--- config.mk ---
export PLATFORM = sky130hd
export DESIGN_NAME = fetch_runctl
export DESIGN_NICKNAME = d
export VERILOG_FILES = /design/src/rtl/fetch_runctl_pkg.sv /design/src/rtl/fetch_runctl_runff.sv /design/src/rtl/fetch_runctl_seq.sv /design/src/rtl/fetch_runctl_dp.sv /design/src/rtl/fetch_runctl.sv
export SDC_FILE = /design/constraint.sdc
export NUM_CORES = 1
export LEC_CHECK = 0
export BUFFER_PORTS_ARGS = -buffer_cell sky130_fd_sc_hd__buf_4
export CAP_MARGIN = 20
export CORE_MARGIN = 3
export CORE_UTILIZATION = 50
export CTS_BUF_LIST = sky130_fd_sc_hd__clkbuf_4 sky130_fd_sc_hd__clkbuf_8
export CTS_CLUSTER_SIZE = 20
export DETAILED_ROUTE_END_ITERATION = 12
export PLACE_DENSITY = 0.85
export SETUP_SLACK_MARGIN = 0.15
export SLEW_MARGIN = 25
export SYNTH_ARGS = -nofsm -noshare
export SYNTH_HDL_FRONTEND = slang
export SYNTH_SLANG_ARGS = --single-unit
--- constraint.sdc ---
create_clock -name clk -period 1.83 [get_ports clk]
set_clock_uncertainty 0.15 [all_clocks]
set_input_delay 0 -clock clk [delete_from_list [all_inputs] [get_ports clk]]
set_output_delay 0 -clock clk [all_outputs]
set_load 0.05 [all_outputs]
--- src/rtl/fetch_runctl_pkg.sv ---
package fetch_runctl_pkg;

    // The fetch schedule has a fixed number of steps.
    localparam int NSTEP  = 3;
    localparam int STEP_W = 2;

    // Run flip-flop state with the input history used for edge detection.
    typedef struct packed {
        logic run;
        logic run_prev;
        logic pon_prev;
        logic halt_prev;
    } run_st_t;

endpackage

--- src/rtl/fetch_runctl_runff.sv ---
module fetch_runctl_runff
    import fetch_runctl_pkg::*;
(
    input  logic clk,
    input  logic rst,
    input  logic pwr_on,
    input  logic halt,
    output logic run,
    output logic arm,
    output logic run_start,
    output logic pon_prev,
    output logic halt_prev
);

    run_st_t st_d, st_q;
    logic    pon_rise, halt_rise;

    always_comb begin
        st_d           = st_q;
        pon_rise       = pwr_on & ~st_q.pon_prev;
        halt_rise      = halt & ~st_q.halt_prev;
        st_d.pon_prev  = pwr_on;
        st_d.halt_prev = halt;
        st_d.run_prev  = st_q.run;
        if (!st_q.run) begin
            if (pon_rise) st_d.run = 1'b1;
        end else begin
            if (halt_rise) st_d.run = 1'b0;
        end
    end

    always_ff @(posedge clk) begin
        if (rst) st_q <= '0;
        else     st_q <= st_d;
    end

    assign run       = st_q.run;
    assign arm       = ~st_q.run & pwr_on & ~st_q.pon_prev;
    assign run_start = st_q.run & ~st_q.run_prev;
    assign pon_prev  = st_q.pon_prev;
    assign halt_prev = st_q.halt_prev;

endmodule

--- src/rtl/fetch_runctl_seq.sv ---
module fetch_runctl_seq
    import fetch_runctl_pkg::*;
#(
    parameter int PH_W = 2
) (
    input  logic              clk,
    input  logic              rst,
    input  logic              run,
    input  logic              restart,
    output logic [STEP_W-1:0] step,
    output logic [PH_W-1:0]   phase
);

    localparam logic [PH_W-1:0]   PH_LAST   = PH_W'((1 << PH_W) - 1);
    localparam logic [STEP_W-1:0] STEP_LAST = STEP_W'(NSTEP - 1);

    typedef struct packed {
        logic [STEP_W-1:0] step;
        logic [PH_W-1:0]   phase;
    } seq_st_t;

    seq_st_t st_d, st_q;

    always_comb begin
        st_d = st_q;
        if (restart) begin
            st_d = '0;
        end else if (run) begin
            st_d.phase = st_q.phase + PH_W'(1);
            if (st_q.phase == PH_LAST) begin
                st_d.step = (st_q.step == STEP_LAST) ? '0 : st_q.step + STEP_W'(1);
            end
        end
    end

    always_ff @(posedge clk) begin
        if (rst) st_q <= '0;
        else     st_q <= st_d;
    end

    assign step  = st_q.step;
    assign phase = st_q.phase;

endmodule

--- src/rtl/fetch_runctl_dp.sv ---
module fetch_runctl_dp
    import fetch_runctl_pkg::*;
#(
    parameter int ADDR_W = 12,
    parameter int DATA_W = 16,
    parameter int PH_W   = 2
) (
    input  logic              clk,
    input  logic              rst,
    input  logic              run,
    input  logic              clr_pc,
    input  logic [STEP_W-1:0] step,
    input  logic [PH_W-1:0]   phase,
    input  logic [DATA_W-1:0] mem_rdata,
    output logic [ADDR_W-1:0] mem_addr,
    output logic [DATA_W-1:0] ir
);

    localparam logic [PH_W-1:0]   PH_LAST   = PH_W'((1 << PH_W) - 1);
    localparam logic [STEP_W-1:0] ST_ADDR   = STEP_W'(0);
    localparam logic [STEP_W-1:0] ST_READ   = STEP_W'(1);
    localparam logic [STEP_W-1:0] ST_LOAD   = STEP_W'(2);

    typedef struct packed {
        logic [DATA_W-1:0] pc;
        logic [ADDR_W-1:0] mar;
        logic [DATA_W-1:0] mbr;
        logic [DATA_W-1:0] ir;
    } dp_st_t;

    dp_st_t st_d, st_q;
    logic   mar_ld, pc_inc, mbr_ld, ir_ld;

    always_comb begin
        mar_ld = run && (step == ST_ADDR) && (phase == PH_LAST);
        pc_inc = run && (step == ST_READ) && (phase == '0);
        mbr_ld = run && (step == ST_READ) && (phase == PH_LAST);
        ir_ld  = run && (step == ST_LOAD) && (phase == PH_LAST);

        st_d = st_q;
        if (clr_pc)      st_d.pc = '0;
        else if (pc_inc) st_d.pc = st_q.pc + DATA_W'(1);
        if (mar_ld) st_d.mar = st_q.pc[ADDR_W-1:0];
        if (mbr_ld) st_d.mbr = mem_rdata;
        if (ir_ld)  st_d.ir  = st_q.mbr;
    end

    always_ff @(posedge clk) begin
        if (rst) st_q <= '0;
        else     st_q <= st_d;
    end

    assign mem_addr = st_q.mar;
    assign ir       = st_q.ir;

endmodule

--- src/rtl/fetch_runctl.sv ---
module fetch_runctl
    import fetch_runctl_pkg::*;
#(
    parameter int ADDR_W = 12,
    parameter int DATA_W = 16,
    parameter int OPC_W  = 4,
    parameter int PH_W   = 2
) (
    input  logic              clk,
    input  logic              rst,
    input  logic              pwr_on,
    input  logic              halt,
    output logic [ADDR_W-1:0] mem_addr_o,
    input  logic [DATA_W-1:0] mem_rdata_i,
    output logic              run_o,
    output logic [DATA_W-1:0] ir_o,
    output logic [OPC_W-1:0]  opcode_o
);

    logic              run, arm, run_start, pon_prev, halt_prev;
    logic [STEP_W-1:0] step;
    logic [PH_W-1:0]   phase;

    fetch_runctl_runff u_run (
        .clk       (clk),
        .rst       (rst),
        .pwr_on    (pwr_on),
        .halt      (halt),
        .run       (run),
        .arm       (arm),
        .run_start (run_start),
        .pon_prev  (pon_prev),
        .halt_prev (halt_prev)
    );

    fetch_runctl_seq #(.PH_W(PH_W)) u_seq (
        .clk     (clk),
        .rst     (rst),
        .run     (run),
        .restart (arm),
        .step    (step),
        .phase   (phase)
    );

    fetch_runctl_dp #(.ADDR_W(ADDR_W), .DATA_W(DATA_W), .PH_W(PH_W)) u_dp (
        .clk       (clk),
        .rst       (rst),
        .run       (run),
        .clr_pc    (run_start),
        .step      (step),
        .phase     (phase),
        .mem_rdata (mem_rdata_i),
        .mem_addr  (mem_addr_o),
        .ir        (ir_o)
    );

    assign run_o    = run;
    assign opcode_o = ir_o[DATA_W-1 -: OPC_W];

endmodule

---- Word level (Yosys, flattened, before mapping) ----
Index checks and enable logic that the tools add are counted.
word-level totals
  register bits ........................... 68
  input port bits ......................... 20
  output and inout bits ................... 33
  logic and storage cells ................. 41
operators by class
  add/subtract/negate cells ............... 3
  eq/ne operators ......................... 3
  mux-type cells .......................... 4
  bitwise logic cells ..................... 9
  reduce and logical (&&, ||, !) cells .... 12
operators by type and width
  cell                                                              number
  16-bit by 1-bit adder with 16-bit output (second input constant)  1
  1-bit logical AND                                                 7
  1-bit bitwise AND                                                 5
  2-bit by 1-bit adder with 2-bit output (second input constant)    2
  2-bit == test (second input constant)                             2
  2-bit zero test                                                   2
  1-bit NOT                                                         4
  2-bit OR reduction                                                2
  1-bit two-way mux                                                 3
  2-bit by 1-bit == test with 1-bit output (second input constant)  1
  2-bit two-way mux                                                 1
  2-bit AND reduction                                               1

---- Depth between registers and ports, before layout ----
Gate-level depths: netlist of the first run.
  depth after elaboration ................. 4
  gate-level depth with buffers ........... 6
  gate-level depth less buffers ........... 5

---- By module ----
A second synthesis of the first run with hierarchy kept.
unflattened totals
  cell total of the unflattened synthesis .. 308
  area, all modules ....................... 2676.3 um^2
modules (own cells, without submodules)
  module              times used  cells each  area an instance (um^2)
  fetch_runctl_dp     1           276         2322.2
  fetch_runctl_seq    1           16          182.7
  fetch_runctl_runff  1           12          141.4
  fetch_runctl        1           4           30.0

---- Least setup slack after synthesis of the first run ----
Ideal clock, no wire load.
  kind .................................... reg2reg
  from .................................... register u_run.st_q, in the netlist u_run.run
  to ...................................... register u_dp.st_q[54] (netlist name)
  setup time .............................. 72 ps
  arrival ................................. 1665 ps
  slack ................................... -56 ps
  stages on the path, launching flop included .. 6
  path through ............................ dfxtp_1 -> buf_4 -> nand4b_4 -> buf_6 -> nor4_1 -> mux2i_1
on the way
  word-level cells in the longest chain between the ends .. 2
  elaborated cells on any way between the ends .. 4
  those cells by class .................... bitwise (1); reduce/logical (3)
ends and longest elaborated chain
  what                                                                      line                                             RTL
  from (decl)                                                               fetch_runctl_runff.sv:15                         run_st_t st_d, st_q;
  from (signal assigned)                                                    fetch_runctl_runff.sv:34                         else st_q <= st_d;
  1-bit bitwise AND / 1-bit logical AND (equally long branches)             fetch_runctl_runff.sv:39, fetch_runctl_dp.sv:36
  2-bit OR reduction (no line) / 1-bit logical AND (equally long branches)  --
  to (signal assigned)                                                      fetch_runctl_dp.sv:50                            else st_q <= st_d;
  to (decl)                                                                 fetch_runctl_dp.sv:31                            dp_st_t st_d, st_q;
Parallel ways exist; a longest one is shown, timed or not.
A chain may end at the register's enable or synchronous reset.

---- Worst setup path in the final report of the first run ----
  from .................................... register u_seq.st_q, in the netlist u_seq.phase[1]
  to ...................................... register u_dp.st_q, in the netlist u_dp.mem_addr[11]
on the way
  word-level cells in the longest chain between the ends .. 2
ends and longest elaborated chain
  what                    line                    RTL
  from (decl)             fetch_runctl_seq.sv:22  seq_st_t st_d, st_q;
  from (signal assigned)  fetch_runctl_seq.sv:38  else st_q <= st_d;
  2-bit == test           fetch_runctl_dp.sv:35   mar_ld = run && (step == ST_ADDR) && (phase == PH_LAST);
  1-bit logical AND       fetch_runctl_dp.sv:35
No other way between the ends.

==> results.json, run 1 <==
{
  "status": "complete, no violations",
  "synth_largest_area_cell": "dfxtp_1",
  "synth_xor_area_share_pct": 0.643,
  "drc": 0,
  "grtUsageTotal_pct": 18.8,
  "synth_edf_count": 0,
  "ff2ff_setup_slack_ps": 190,
  "cp-end-kind": "flip-flop",
  "io_buffers": 52,
  "synth-seq-cells": 64,
  "area_delta_synth_final_pct": 26.6,
  "vdd_drop_max_mv": 0.475,
  "setup_slack_ps": 194,
  "min_path_type": "reg -> reg",
  "cts.sinks": 64,
  "dr_total_vias": 2356,
  "io_pins": 53,
  "die_y_um": 79.8,
  "ys.flop_type": "dfxtp_1",
  "hold_viol": 0,
  "arrival_ps": 1740,
  "synth.avg_cell_area_um2": 8.31,
  "synth-simple-area-share_pct": 21.8,
  "grt_pass1_vias": 2148,
  "synth_top_family_by_area": "simple AND/OR/NAND/NOR gates",
  "synth_compound_area_share_pct": 13.8,
  "vias_per_cell": 5.26,
  "critPathKind": "reg -> reg",
  "row_count": 26,
  "muxShareOfSynthArea_pct": 2.20,
  "die_w_um": 79.8,
  "synthArstFlopShare_pct": 0,
  "start_kind": "flip-flop",
  "yosysTopAreaCellShare_pct": 47.0,
  "setup_viol": 0,
  "cts_tree": "yes",
  "fin_crit_ps": 1640,
  "yosysSeqAreaShare_pct": 47.0,
  "drv_slew": 0,
  "antenna_found_initial": 0,
  "place_congestion": 0.770,
  "dp_hpwl_um": 3660,
  "cts.path.max_buffers": 2,
  "synth_adder_area_share_pct": 1.38,
  "drtIter0Drc": 144,
  "dieArea_mm2": 0.00637,
  "critical_path.max_fanout": 13,
  "drv_cap": 0,
  "drive_above_1_share_pct": 25.4,
  "finalNetCount": 397,
  "synth_warnings": 0,
  "grt_pass1_wl_um": 9370,
  "final_util_pct": 66.3,
  "fmax_mhz": 611,
  "worstSkewPairLatency_ps": 330,
  "core_mm2": 0.00520,
  "synth.distinct_cells": 32,
  "holdWs_ps": 303,
  "crit_required_ps": 1940,
  "worst_slew_pin_slew_ps": 346,
  "overflow": 0,
  "leakage_nw": 1.36,
  "cts_root_buffer": "clkbuf_8",
  "grt_start_max_net_pins": 34,
  "power_per_cell_area_mw_per_mm2": 841,
  "fin_total_pwr_mw": 2.90,
  "clk_pin_slew_ps": 70,
  "antenna_left": 0,
  "finalCritPeriodShare_pct": 89.4,
  "first_pass_iters": 4,
  "wl_per_cell_um": 13.5,
  "finalSetupTns_ps": 0,
  "start_util_pct": 52.4,
  "synth_nets": 351,
  "rsz0062_at_grt": "true",
  "antenna_cells": 0,
  "htree_levels": 3,
  "syn-cell-area_mm2": 0.00273,
  "numCtsBuffers": 9,
  "wl_um": 6040,
  "post-place-ws_ps": 161,
  "synthTopCellsByArea": "dfxtp_1, nand2_1, a21oi_1, buf_4, mux2i_1",
  "relSlewSlack_pct": 76.7,
  "syn_inst": 328
}
==> layer usage <==
metal	part of all wire (%)	global-route usage, %
met5	0	0
met1	43	21.3
met4	1.8	9.46
met3	4.8	4.06
met2	50	33.1
==> report_power, final <==
part	leakage, nW	total, mW	internal [mW]	switching [mW]
logic	0.723	0.143	0.0804	0.0626
registers	0.518	1.41	1.40	0.0149
clock network	0.116	1.35	0.847	0.499
==> per-stage QoR <==
stage	instances	cell area, um^2
after floorplan	328	2730
after global placement	409	2940
after detailed placement	409	2940
after CTS	447	3410
after global routing	448	3450
final	448	3450
==> registers in the layout, indices dropped and copies added (netlist names) <==
signal,count
u_dp.st_q,28
u_dp.ir,16
u_dp.mem_addr,12
u_seq.phase,2
u_seq.step,2
u_run.halt_prev,1
u_run.pon_prev,1
u_run.run,1
u_run.st_q,1
==> logic make-up (layout without fill, tap and decap cells) <==
group                      count (synthesis)  in the layout
adders and majority gates                  3              3
muxes                                      6              6
xor gates and xnor gates                   2              2
and+or+nand+nor                          128            129
buffers and inverters                     57            106
AOI/OAI and AO/OA                         68             68
DFF                                       64             64
==> area by class of cell <==
cell class	count	area, um^2
Clock buffer	12	159
Clock inverter	3	65.1
Fill cell	441	1750
Inverter	7	26.3
Multi-Input combinational cell	208	1140
Sequential cell	64	1290
Tap cell	70	87.6
Timing Repair Buffer	84	683
==> Yosys cell counts (3+ instances only) <==
master,n
inv_1,7
nand3_1,3
o31ai_1,4
nor2_1,8
dfxtp_1,64
mux2i_1,6
a21oi_1,53
nor4_1,4
ha_1,3
clkbuf_1,7
buf_4,34
nand2_1,92
buf_2,8
or4_1,4
o211ai_1,4
nand4_1,3
a211o_1,4
==> placed cells by master (no fill, tap or decap), types with 4 or more instances in the layout <==
cell	Yosys	final
nand2_1	92	91
a211o_1	4	4
dfxtp_1	64	61
buf_4	34	63
o211ai_1	4	4
inv_1	7	5
mux2i_1	6	6
nor2_1	8	8
dlygate4sd3_1	0	21
a21oi_1	53	51
clkbuf_8	0	11
==> worst max-delay path, stage by stage (launching register included) <==
cell      delay, ps
dfxtp_1         390
ha_1            290
and4bb_2        480
nand2_1         120
a21oi_1         140
==> worst paths after layout <==
kind	depth (start not counted)	to	startpoint
setup reg to reg	4	u_dp.mem_addr[11]	u_seq.phase[1]
hold reg to reg	2	u_dp.mem_addr[3]	u_dp.mem_addr[3]
hold / removal	2	u_dp.mem_addr[3]	u_dp.mem_addr[3]
setup / recovery	4	u_dp.mem_addr[11]	u_seq.phase[1]
==> timing repair <==
item                                    CTS  global route
buffers inserted                          1             1
gates cloned                              1             0
endpoints found under the setup margin    1            21
pin swaps                                 0             1
hold buffers                             21             0
gates resized for setup                   3            11
endpoints found under the hold margin    26             0
(Power assumes the default switching activity.)
==> run 2: changes to the inputs <==
--- a/config.mk
+++ b/config.mk
@@ -9,7 +9,6 @@
 export CAP_MARGIN = 20
 export CORE_MARGIN = 3
 export CORE_UTILIZATION = 50
-export CTS_BUF_LIST = sky130_fd_sc_hd__clkbuf_4 sky130_fd_sc_hd__clkbuf_8
 export CTS_CLUSTER_SIZE = 20
 export DETAILED_ROUTE_END_ITERATION = 12
 export PLACE_DENSITY = 0.85
==> run 2 against run 1 <==
Compared with the run above:
- critical endpoint is now u_dp.mem_addr[9]
- via count is 0.55% lower
- wire length rose by 0.40%
- fmax rose by 0.22%
- total power fell by 2.4%
- die area unchanged
- sequential power barely moved
- cell count stayed put
- utilization is 0.17 points lower
- setup slack gained 3.6 ps
- first-iteration DRC count rose by 6.3%
==> results.json, run 2 (same netlist as run 1, synthesis figures left out) <==
{
  "cp_top_family": "simple AND/OR/NAND/NOR gates",
  "start_util_pct": 52.4,
  "finalCritPeriodShare_pct": 89.2,
  "numCtsBuffers": 9,
  "fmax_mhz": 613,
  "grt_pass1_wl_um": 9470,
  "cts.path.max_buffers": 2,
  "vias_per_cell": 5.23,
  "critPathKind": "reg -> reg",
  "first_pass_iters": 4,
  "worstSkewPairLatency_ps": 330,
  "cp_slowest_cell": "and4bb_2",
  "rsz0062_at_grt": "true",
  "r2r_end": "u_dp.mem_addr[9]",
  "io_buffers": 52,
  "setup_slack_ps": 198,
  "row_count": 26,
  "htree_levels": 3,
  "critical_path.max_fanout": 13,
  "drtIter0Drc": 153,
  "clk_pin_slew_ps": 70,
  "drc": 0,
  "nFillCells": 445,
  "wl_um": 6070,
  "multi_input_area_mm2": 0.00114,
  "ff_latch_area_mm2": 0.00129,
  "grt_start_max_net_pins": 34,
  "worst_slew_pin_slew_ps": 345,
  "antenna_found_initial": 0,
  "status": "complete, no violations",
  "post-place-ws_ps": 161,
  "overflow": 0,
  "min_path_type": "reg -> reg",
  "holdPathStages": 2,
  "drv_cap": 0,
  "holdWs_ps": 302,
  "cts.sinks": 64,
  "r2r_start": "u_seq.phase[1]",
  "min_to": "u_dp.ir[15]",
  "vdd_drop_max_mv": 0.471,
  "fin_crit_ps": 1630,
  "io_pins": 53,
  "min_from": "u_dp.st_q[31]",
  "hold_viol": 0,
  "antenna_left": 0,
  "die_w_um": 79.8,
  "leakage_nw": 1.35,
  "cp-end-kind": "flip-flop",
  "dr_total_vias": 2343,
  "dieArea_mm2": 0.00637,
  "finalSetupTns_ps": 0,
  "drive_above_1_share_pct": 25.1,
  "arrival_ps": 1740,
  "power_per_cell_area_mw_per_mm2": 823,
  "mostFrequentLayoutCell": "nand2_1",
  "top_register": "u_dp.st_q",
  "antenna_cells": 0,
  "die_y_um": 79.8,
  "cp_cell_sequence": "ha_1 > and4bb_2 > nand2_1 > a21oi_1",
  "cts_tree": "yes",
  "crit_required_ps": 1940,
  "relSlewSlack_pct": 76.8,
  "grtUsageTotal_pct": 19.0,
  "most-common-layout-cells": "nand2_1, buf_4, dfxtp_1",
  "ff2ff_setup_slack_ps": 200,
  "place_congestion": 0.770,
  "largest_register_ffs": 28,
  "dp_hpwl_um": 3660,
  "ff2ff_path_depth": 4,
  "drv_slew": 0,
  "final_util_pct": 66.1,
  "cpPeakStageDelay_ps": 470,
  "start_kind": "flip-flop",
  "area_delta_synth_final_pct": 26.3,
  "core_mm2": 0.00520,
  "cts_root_buffer": "clkbuf_8",
  "finalNetCount": 397,
  "setup_viol": 0,
  "worstPathBufferInverterCount": 0,
  "grt_pass1_vias": 2183,
  "wl_per_cell_um": 13.5
}
[run 2: cell types whose count changed in the layout (fill, tap and decap cells not counted), sizes merged]
cell,delta
bufinv,-1
clkbuf,+1
[run 2: metrics by stage]
stage | cells | total power, mW | instance area [um^2]
floorplan | 328 | 1.50 | 2730
global placement | 409 | 1.54 | 2940
finish | 448 | 2.83 | 3440
CTS | 447 | 2.85 | 3410
global route | 448 | 2.93 | 3440
detailed placement | 409 | 1.54 | 2940
[run 2: power by group]
group / internal (mW) / total [mW] / switching (mW) / leakage, nW
Clock: 0.777 / 1.28 / 0.500 / 0.111
Sequential: 1.40 / 1.41 / 0.0146 / 0.518
Combinational: 0.0803 / 0.143 / 0.0626 / 0.723
[run 2: layer usage]
layer	part of all wire (%)	GRT usage (%)
met5	0	0
met1	41	21.6
met2	50	32.7
met3	6.8	4.06
met4	3.0	11.0
[run 2: area by class of cell]
cell class,instances,share of cell area (%)
flip-flops and latches,64,37.4
multi-input cells,208,33.2
repair buffers,84,19.8
clock buffers,13,5.23
well taps,70,2.54
clock inverters,2,1.02
inverters,7,0.763
[run 2: how the worst max path moves through the flow]
stage          slack [ps]  cells past startpoint            from           endpoint
6_report              200                      4  u_seq.phase[1]   u_dp.mem_addr[9]
5_1_grt               110                      4  u_seq.phase[1]  u_dp.mem_addr[11]
2_1_floorplan         200                      5       u_run.run      u_dp.st_q[54]
3_5_place_dp          160                      5  u_seq.phase[0]      u_dp.st_q[55]
4_1_cts               170                      5  u_seq.phase[0]      u_dp.st_q[50]
3_3_place_gp          220                      5  u_seq.phase[0]      u_dp.st_q[51]
[run 2: repair_timing]
action,CTS,global route
endpoints found under the hold margin,26,0
gates resized for setup,3,11
setup endpoints to repair,1,20
pin swaps,0,1
gates cloned,1,0
hold buffers,21,0
setup buffers,1,1
[run 2: worst min-delay path, delay by kind of cell (launching register included)]
family	cells	cell delay, ps
flops	1	310
simple gates	1	50
compound gates	1	50
